`src/rtl/flash_seq_pkg.sv`:
```
package flash_seq_pkg;

  // request kinds
  localparam logic [2:0] OP_PROG = 3'd0;
  localparam logic [2:0] OP_SECT = 3'd1;
  localparam logic [2:0] OP_BLK  = 3'd2;
  localparam logic [2:0] OP_CHIP = 3'd3;
  localparam logic [2:0] OP_ID   = 3'd4;

  // result codes
  localparam logic [1:0] RC_OK    = 2'd0;
  localparam logic [1:0] RC_TMO   = 2'd1;
  localparam logic [1:0] RC_VFY   = 2'd2;
  localparam logic [1:0] RC_BADOP = 2'd3;

  // unlock addresses and command bytes
  localparam logic [15:0] ADR_KEY1 = 16'h5555;
  localparam logic [15:0] ADR_KEY2 = 16'h2AAA;
  localparam logic [7:0]  K_KEY1   = 8'hAA;
  localparam logic [7:0]  K_KEY2   = 8'h55;
  localparam logic [7:0]  K_PROG   = 8'hA0;
  localparam logic [7:0]  K_ERASE  = 8'h80;
  localparam logic [7:0]  K_IDENT  = 8'h90;
  localparam logic [7:0]  K_SECT   = 8'h30;
  localparam logic [7:0]  K_BLK    = 8'h50;
  localparam logic [7:0]  K_CHIP   = 8'h10;
  localparam logic [7:0]  K_EXIT   = 8'hF0;

  typedef enum logic [2:0] {
    S_IDLE,
    S_WR,
    S_POLL,
    S_CONF,
    S_IDRD,
    S_EXIT,
    S_FIN
  } seq_state_e;

endpackage

```
`src/rtl/flash_seq_cmd.sv`:
```
// Command sequence table: gives the write for a request kind and step index.
module flash_seq_cmd
  import flash_seq_pkg::*;
#(
  parameter int AW = 21,
  parameter int DW = 16
) (
  input  logic [2:0]    op,
  input  logic [2:0]    step,
  input  logic [AW-1:0] tgt_addr,
  input  logic [DW-1:0] tgt_data,
  output logic [AW-1:0] wr_addr,
  output logic [DW-1:0] wr_data,
  output logic          data_cycle,
  output logic          last
);

  always_comb begin
    wr_addr    = AW'(ADR_KEY1);
    wr_data    = DW'(K_KEY1);
    data_cycle = 1'b0;
    last       = 1'b0;
    case (step)
      3'd0: ;
      3'd1, 3'd4: begin
        wr_addr = AW'(ADR_KEY2);
        wr_data = DW'(K_KEY2);
      end
      3'd2: begin
        case (op)
          OP_PROG: wr_data = DW'(K_PROG);
          OP_ID: begin
            wr_data = DW'(K_IDENT);
            last    = 1'b1;
          end
          default: wr_data = DW'(K_ERASE);
        endcase
      end
      3'd3: begin
        if (op == OP_PROG) begin
          wr_addr    = tgt_addr;
          wr_data    = tgt_data;
          data_cycle = 1'b1;
          last       = 1'b1;
        end
      end
      3'd5: begin
        last = 1'b1;
        case (op)
          OP_SECT: begin
            wr_addr = tgt_addr;
            wr_data = DW'(K_SECT);
          end
          OP_BLK: begin
            wr_addr = tgt_addr;
            wr_data = DW'(K_BLK);
          end
          default: wr_data = DW'(K_CHIP);
        endcase
      end
      default: last = 1'b1;
    endcase
  end

endmodule

```
`src/rtl/flash_seq_poll.sv`:
```
// Status evaluation for one read: completion rule and full-word validity.
module flash_seq_poll #(
  parameter int DW = 16
) (
  input  logic [DW-1:0] rd,
  input  logic          toggle_mode,
  input  logic          is_prog,
  input  logic          first,
  input  logic          prev6,
  input  logic [DW-1:0] tgt_data,
  output logic          complete,
  output logic          valid
);

  logic [DW-1:0] expect_w;

  assign expect_w = is_prog ? tgt_data : '1;

  always_comb begin
    if (toggle_mode) complete = !first && (rd[6] == prev6);
    else             complete = (rd[7] == expect_w[7]);
    valid = complete && (rd == expect_w);
  end

endmodule

```
`src/rtl/flash_seq_tmo.sv`:
```
// Poll time budget: saturating cycle counter compared to a limit.
module flash_seq_tmo #(
  parameter int TW = 16
) (
  input  logic          clk,
  input  logic          rst_n,
  input  logic          clr,
  input  logic          en,
  input  logic [TW-1:0] limit,
  output logic          expired
);

  localparam logic [TW-1:0] CNT_MAX = '1;

  logic [TW-1:0] cnt;

  always_ff @(posedge clk) begin
    if (!rst_n)                        cnt <= '0;
    else if (clr)                      cnt <= '0;
    else if (en && (cnt != CNT_MAX))   cnt <= cnt + 1'b1;
  end

  assign expired = (cnt >= limit);

  // the budget never runs backwards unless cleared
  p_tmo_mono_r9: assert property (@(posedge clk) disable iff (!rst_n)
    !clr |=> (cnt >= $past(cnt)));

endmodule

```
`src/rtl/flash_op_seq.sv`:
```
module flash_op_seq
  import flash_seq_pkg::*;
#(
  parameter int AW = 21,
  parameter int DW = 16,
  parameter int TW = 16
) (
  input  logic            clk,
  input  logic            rst_n,
  input  logic [TW-1:0]   cfg_tmo,
  input  logic            req_valid,
  output logic            req_ready,
  input  logic [2:0]      req_op,
  input  logic            req_mode,
  input  logic [AW-1:0]   req_addr,
  input  logic [DW-1:0]   req_data,
  output logic            rsp_valid,
  input  logic            rsp_ready,
  output logic [1:0]      rsp_code,
  output logic [2*DW-1:0] rsp_id,
  output logic            bus_req,
  input  logic            bus_ack,
  output logic            bus_we,
  output logic [AW-1:0]   bus_addr,
  output logic [DW-1:0]   bus_wdata,
  input  logic [DW-1:0]   bus_rdata
);

  seq_state_e      state;
  logic [2:0]      op_q;
  logic [AW-1:0]   addr_q;
  logic [DW-1:0]   data_q;
  logic            mode_q;
  logic [2:0]      step_q;
  logic            first_q;
  logic            prev6_q;
  logic            conf_q;
  logic            bad_q;
  logic            idx_q;
  logic            final_q;
  logic            exit_q;
  logic [1:0]      code_q;
  logic [2*DW-1:0] id_q;

  logic [AW-1:0]   cmd_addr;
  logic [DW-1:0]   cmd_data;
  logic            cmd_data_cycle;
  logic            cmd_last;
  logic            p_complete;
  logic            p_valid;
  logic            tmo_exp;
  logic            tmo_clr;
  logic            tmo_en;

  flash_seq_cmd #(.AW(AW), .DW(DW)) u_cmd (
    .op         (op_q),
    .step       (step_q),
    .tgt_addr   (addr_q),
    .tgt_data   (data_q),
    .wr_addr    (cmd_addr),
    .wr_data    (cmd_data),
    .data_cycle (cmd_data_cycle),
    .last       (cmd_last)
  );

  flash_seq_poll #(.DW(DW)) u_poll (
    .rd          (bus_rdata),
    .toggle_mode (mode_q),
    .is_prog     (op_q == OP_PROG),
    .first       ((state == S_POLL) ? first_q : 1'b0),
    .prev6       (prev6_q),
    .tgt_data    (data_q),
    .complete    (p_complete),
    .valid       (p_valid)
  );

  assign tmo_clr = (state == S_WR) && bus_ack && cmd_last;
  assign tmo_en  = (state == S_POLL) || (state == S_CONF);

  flash_seq_tmo #(.TW(TW)) u_tmo (
    .clk     (clk),
    .rst_n   (rst_n),
    .clr     (tmo_clr),
    .en      (tmo_en),
    .limit   (cfg_tmo),
    .expired (tmo_exp)
  );

  // bus master drive
  always_comb begin
    bus_req   = 1'b0;
    bus_we    = 1'b0;
    bus_addr  = addr_q;
    bus_wdata = '0;
    case (state)
      S_WR: begin
        bus_req   = 1'b1;
        bus_we    = 1'b1;
        bus_addr  = cmd_addr;
        bus_wdata = cmd_data;
      end
      S_POLL, S_CONF: bus_req = 1'b1;
      S_IDRD: begin
        bus_req  = 1'b1;
        bus_addr = AW'(idx_q);
      end
      S_EXIT: begin
        bus_req   = 1'b1;
        bus_we    = 1'b1;
        bus_addr  = AW'(ADR_KEY1);
        bus_wdata = DW'(K_EXIT);
      end
      default: ;
    endcase
  end

  assign req_ready = (state == S_IDLE);
  assign rsp_valid = (state == S_FIN);
  assign rsp_code  = code_q;
  assign rsp_id    = id_q;

  always_ff @(posedge clk) begin
    if (!rst_n) begin
      state   <= S_IDLE;
      op_q    <= '0;
      addr_q  <= '0;
      data_q  <= '0;
      mode_q  <= 1'b0;
      step_q  <= '0;
      first_q <= 1'b1;
      prev6_q <= 1'b0;
      conf_q  <= 1'b0;
      bad_q   <= 1'b0;
      idx_q   <= 1'b0;
      final_q <= 1'b0;
      exit_q  <= 1'b0;
      code_q  <= RC_OK;
      id_q    <= '0;
    end else begin
      case (state)
        S_IDLE: begin
          if (req_valid) begin
            op_q    <= req_op;
            addr_q  <= req_addr;
            data_q  <= req_data;
            mode_q  <= req_mode;
            step_q  <= '0;
            first_q <= 1'b1;
            idx_q   <= 1'b0;
            final_q <= 1'b0;
            exit_q  <= 1'b0;
            conf_q  <= 1'b0;
            bad_q   <= 1'b0;
            id_q    <= '0;
            if (req_op > OP_ID) begin
              code_q <= RC_BADOP;
              state  <= S_FIN;
            end else begin
              code_q <= RC_OK;
              state  <= S_WR;
            end
          end
        end
        S_WR: begin
          if (bus_ack) begin
            if (cmd_last) begin
              final_q <= 1'b1;
              state   <= (op_q == OP_ID) ? S_IDRD : S_POLL;
            end else begin
              step_q <= step_q + 3'd1;
            end
          end
        end
        S_POLL: begin
          if (bus_ack) begin
            prev6_q <= bus_rdata[6];
            first_q <= 1'b0;
            if (p_complete) begin
              conf_q <= 1'b0;
              bad_q  <= 1'b0;
              state  <= S_CONF;
            end else if (tmo_exp) begin
              code_q <= RC_TMO;
              state  <= S_EXIT;
            end
          end
        end
        S_CONF: begin
          if (bus_ack) begin
            prev6_q <= bus_rdata[6];
            if (!p_valid) bad_q <= 1'b1;
            if (conf_q) begin
              code_q <= (bad_q || !p_valid) ? RC_VFY : RC_OK;
              state  <= S_FIN;
            end else begin
              conf_q <= 1'b1;
            end
          end
        end
        S_IDRD: begin
          if (bus_ack) begin
            if (!idx_q) begin
              id_q[2*DW-1:DW] <= bus_rdata;
              idx_q           <= 1'b1;
            end else begin
              id_q[DW-1:0] <= bus_rdata;
              state        <= S_EXIT;
            end
          end
        end
        S_EXIT: begin
          if (bus_ack) begin
            exit_q <= 1'b1;
            state  <= S_FIN;
          end
        end
        S_FIN: begin
          if (rsp_ready) state <= S_IDLE;
        end
        default: state <= S_IDLE;
      endcase
    end
  end

  // a waiting bus cycle keeps its fields
  p_bus_hold_r11: assert property (@(posedge clk) disable iff (!rst_n)
    bus_req && !bus_ack |=> bus_req && $stable(bus_we) && $stable(bus_addr) && $stable(bus_wdata));

  // taking requests only while the bus and response port are quiet
  p_idle_only_r1: assert property (@(posedge clk) disable iff (!rst_n)
    req_ready |-> !bus_req && !rsp_valid);

  // command bytes carry a zero upper half
  p_upper_zero_r4: assert property (@(posedge clk) disable iff (!rst_n)
    bus_req && bus_we && !((state == S_WR) && cmd_data_cycle) |-> bus_wdata[DW-1:8] == '0);

  // no read before the final write has been acknowledged
  p_poll_after_final_r5: assert property (@(posedge clk) disable iff (!rst_n)
    bus_req && !bus_we |-> final_q);

  // a pending response stays put
  p_rsp_hold_r12: assert property (@(posedge clk) disable iff (!rst_n)
    rsp_valid && !rsp_ready |=> rsp_valid && $stable(rsp_code) && $stable(rsp_id));

  // a timeout result always follows the exit write
  p_tmo_exit_r9: assert property (@(posedge clk) disable iff (!rst_n)
    rsp_valid && (rsp_code == RC_TMO) |-> exit_q);

  // an unknown request makes no bus traffic
  p_badop_quiet_r13: assert property (@(posedge clk) disable iff (!rst_n)
    rsp_valid && (rsp_code == RC_BADOP) |-> !final_q && !exit_q);

  // success on a program or erase needs both confirm reads
  p_conf_two_r8: assert property (@(posedge clk) disable iff (!rst_n)
    rsp_valid && (rsp_code == RC_OK) && (op_q != OP_ID) |-> conf_q);

endmodule

```
`config.mk`:
```
export PLATFORM = sky130hd
export DESIGN_NAME = flash_op_seq
export DESIGN_NICKNAME = d
export VERILOG_FILES = /design/src/rtl/flash_seq_pkg.sv /design/src/rtl/flash_seq_cmd.sv /design/src/rtl/flash_seq_poll.sv /design/src/rtl/flash_seq_tmo.sv /design/src/rtl/flash_op_seq.sv
export SDC_FILE = /design/constraint.sdc
export NUM_CORES = 1
export LEC_CHECK = 0
export ABC_AREA = 1
export BUFFER_PORTS_ARGS = -buffer_cell sky130_fd_sc_hd__buf_2
export CORE_UTILIZATION = 45
export DETAILED_ROUTE_END_ITERATION = 16
export GPL_TIMING_DRIVEN = 0
export PLACE_DENSITY = 0.77
export SLEW_MARGIN = 20
export SYNTH_ARGS = -nofsm -noshare
export SYNTH_HDL_FRONTEND = slang
export SYNTH_HIERARCHICAL = 1
export SYNTH_SLANG_ARGS = --single-unit
```
`constraint.sdc`:
```
create_clock -name clk -period 2 [get_ports clk]
set_clock_uncertainty 0.05 [all_clocks]
set_input_delay 0.4 -clock clk [delete_from_list [all_inputs] [get_ports clk]]
set_output_delay 0.4 -clock clk [all_outputs]
set_load 0.05 [all_outputs]
```
==> impl_metrics.json <==
{
  "die_w_um": 123.5,
  "viasPerCell": 5.432,
  "nFillCells": 1182,
  "ir_worst_vdd_v": 0.001100,
  "yosys.cell_types.count": 37,
  "required_ns": 1.55,
  "yosysTopAreaCellShare": 0.3074,
  "rr_endpoint": "rsp_code[1]",
  "fin_util": 0.6507,
  "finalSetupViolCount": 57,
  "drc": 0,
  "m1WireLength_mm": 8.748,
  "overflow": 0,
  "grt_pass1_vias": 7260,
  "synth_area_leaders": "dfxtp_1 31%, nand2_1 13%, nor2_1 10%, nand3_1 7.6%, o21ai_0 7.5%",
  "cts-root-buf": "clkbuf_16",
  "crit_fanout": 6,
  "violations": "negative setup slack",
  "clock_sinks": 102,
  "yosys_warnings": 6,
  "synth-seq-area-share": 0.3074,
  "rsz0062_at_grt": "yes",
  "whs_path_depth": 3,
  "hold_buffers": 0,
  "wl_met2_mm": 11.12,
  "status": "finished with violations",
  "ant_nets": 0,
  "cp.arrival_ns": 1.92,
  "reg2reg_from": "op_q[0]",
  "start_util": 0.4588,
  "tritoncts": "done",
  "die-area_um2": 15250,
  "grt_pass1_wl_mm": 33.69,
  "detail_route.wl_per_cell_um": 15.52,
  "grtUsageTotal": 0.2832,
  "cp-start-kind": "flip-flop",
  "routabilityCongestion": 0.8936,
  "cap_violations": 0,
  "ios": 153,
  "num_rows": 44,
  "worst_slew_margin_rel": 0.6212,
  "dp.cells": 1401,
  "diodes": 0,
  "cts_buffers": 9,
  "clk_pin_slew_ns": 0.08,
  "htreeDepth": 3,
  "syn_nets": 1161,
  "drt_iter0_drc": 742,
  "layout-drive-gt1-share": 0.3400,
  "end_kind": "output port",
  "synth_area_leader_cell": "dfxtp_1",
  "synth.cells.most_frequent": "235 x nand2_1, 177 x nor2_1, 131 x inv_1, 102 x dfxtp_1, 101 x nand3_1",
  "synth_area_um2": 6643,
  "routed_wl_mm": 23.18,
  "routed-wl-met3_mm": 2.134,
  "final_cells": 1493,
  "r2r_slack_ns": -0.14,
  "holdPathEnd": "data_q[12]",
  "finalCriticalPeriod_ns": 2.366,
  "hold_start": "req_data[12]",
  "syn_avg_cell_area_um2": 6.237,
  "syn_inst": 1065,
  "post-place-ws_ns": -0.3443,
  "clk_latency_ns": 0.37,
  "worstRegToRegCells": 18,
  "synthFlopType": "dfxtp_1",
  "dp_hpwl_mm": 14.34,
  "yosysMostFrequentCell": "nand2_1",
  "area_growth_pct": 41.83,
  "port_buffers": 152,
  "fin_ws_ns": -0.3661,
  "antenna_found_initial": 0,
  "hold_violations": 0,
  "maxSlewViolCount": 0,
  "hp-class": "primary input to flip-flop",
  "fin_crit_sh": 1.183,
  "grt_max_degree": 20,
  "finalNetCount": 1400,
  "firstDrtPassIters": 5,
  "clockBufferDepth": 2,
  "highest_layer": "met4",
  "synthArstFlopShare": 0,
  "p_leak_nw": 4.542,
  "power.density_nw_per_um2": 1494,
  "ys_seq_elements": 102,
  "coreArea_um2": 14480,
  "die_y_um": 123.5,
  "vias": 8110,
  "critical_path_class": "flip-flop to output port",
  "fmax_ghz": 0.4226,
  "design_area_um2": 9422,
  "whs_ns": 0.2514,
  "synth-edff-count": 0,
  "dpl_cell_area_um2": 7691,
  "tightest_slew_ns": 0.5683
}
==> kinds of logic (layout without fill, tap and decap cells) <==
kind of cell,count (synthesis),count (layout),synth area share
flops,102,102,0.3074
compound gates,176,176,0.1339
xor+xnor,1,1,0.001319
fa+ha+maj,18,18,0.03391
simple gates,576,577,0.3908
buf+inv,192,435,0.1326
==> through the flow <==
stage          TNS [ns]  power (W)
2_1_floorplan    -2.149   0.008428
4_1_cts          -7.050    0.01326
5_1_grt          -15.52    0.01485
3_5_place_dp     -6.002   0.009996
6_report         -11.51    0.01408
3_3_place_gp     -5.764   0.009936
==> worst max-delay path, cell delays in order, from the launching register on <==
cell and delay (ns):
dfxtp_2 0.34, buf_6 0.13, buf_4 0.14, o21ai_4 0.22, buf_6 0.14, nand2_1 0.05, nand2_1 0.05, o21ai_1 0.07
o21ai_1 0.19, buf_6 0.21
==> where the power goes <==
group	switching (W)	internal [W]
logic	0.00600	0.00313
registers	0.000403	0.00264
clock network	0.000908	0.00100
==> layout make-up <==
class	count	area [um^2]	share of cell area
Tap cell	184	230.2	0.02444
Sequential cell	102	2069	0.2197
Timing Repair Buffer	228	1705	0.1810
Buffer	46	380.4	0.04037
Clock inverter	7	91.34	0.009695
Clock buffer	9	225.2	0.02390
Multi-Input combinational cell	772	4131	0.4385
Inverter	145	588.1	0.06242
==> layer usage <==
layer,track usage,vias up
met5,0,-
met4,0.1393,0
met3,0.05904,117
met2,0.4857,481
met1,0.3341,3656
li1,-,3856
==> worst max path at each step <==
stage | start | slack (ns) | end
after floorplan | step_q[0] | -0.13 | bus_wdata[3]
after global placement | op_q[0] | -0.34 | rsp_code[1]
after detailed placement | op_q[0] | -0.34 | rsp_code[1]
after CTS | step_q[2] | -0.24 | bus_addr[1]
after global routing | step_q[0] | -0.43 | bus_addr[2]
final | step_q[0] | -0.37 | bus_addr[2]
==> registers in the layout, summed over array words and instances (netlist names), 2 cells and up <==
signal,count
rsp_id,32
step_q,3
addr_q,21
u_tmo/cnt,16
op_q,3
state,3
data_q,16
rsp_code,2
==> repair_timing <==
| action | in CTS | in global routing |
|---|---|---|
| resized for setup | 179 | 95 |
| pin swaps | 58 | 46 |
| endpoints found under the setup margin | 58 | 67 |
| buffers inserted | 54 | 19 |
| cloned | 6 | 1 |
==> layout by cell type, fill, tap and decap left out, drive strengths merged <==
master and n:
a21oi 70, nand3b 10, clkbuf 23, o211ai 1, inv 145, or2 3
nand3 107, ha 18, nand4 5, nor3 10, xnor2 1, clkinvlp 1
clkinv 5, o21ai 104, dfxtp 102, buf 260, a21o 1, nor2 198
nand2 244, bufinv 1
Note: power is estimated with default switching activity, not from simulation.
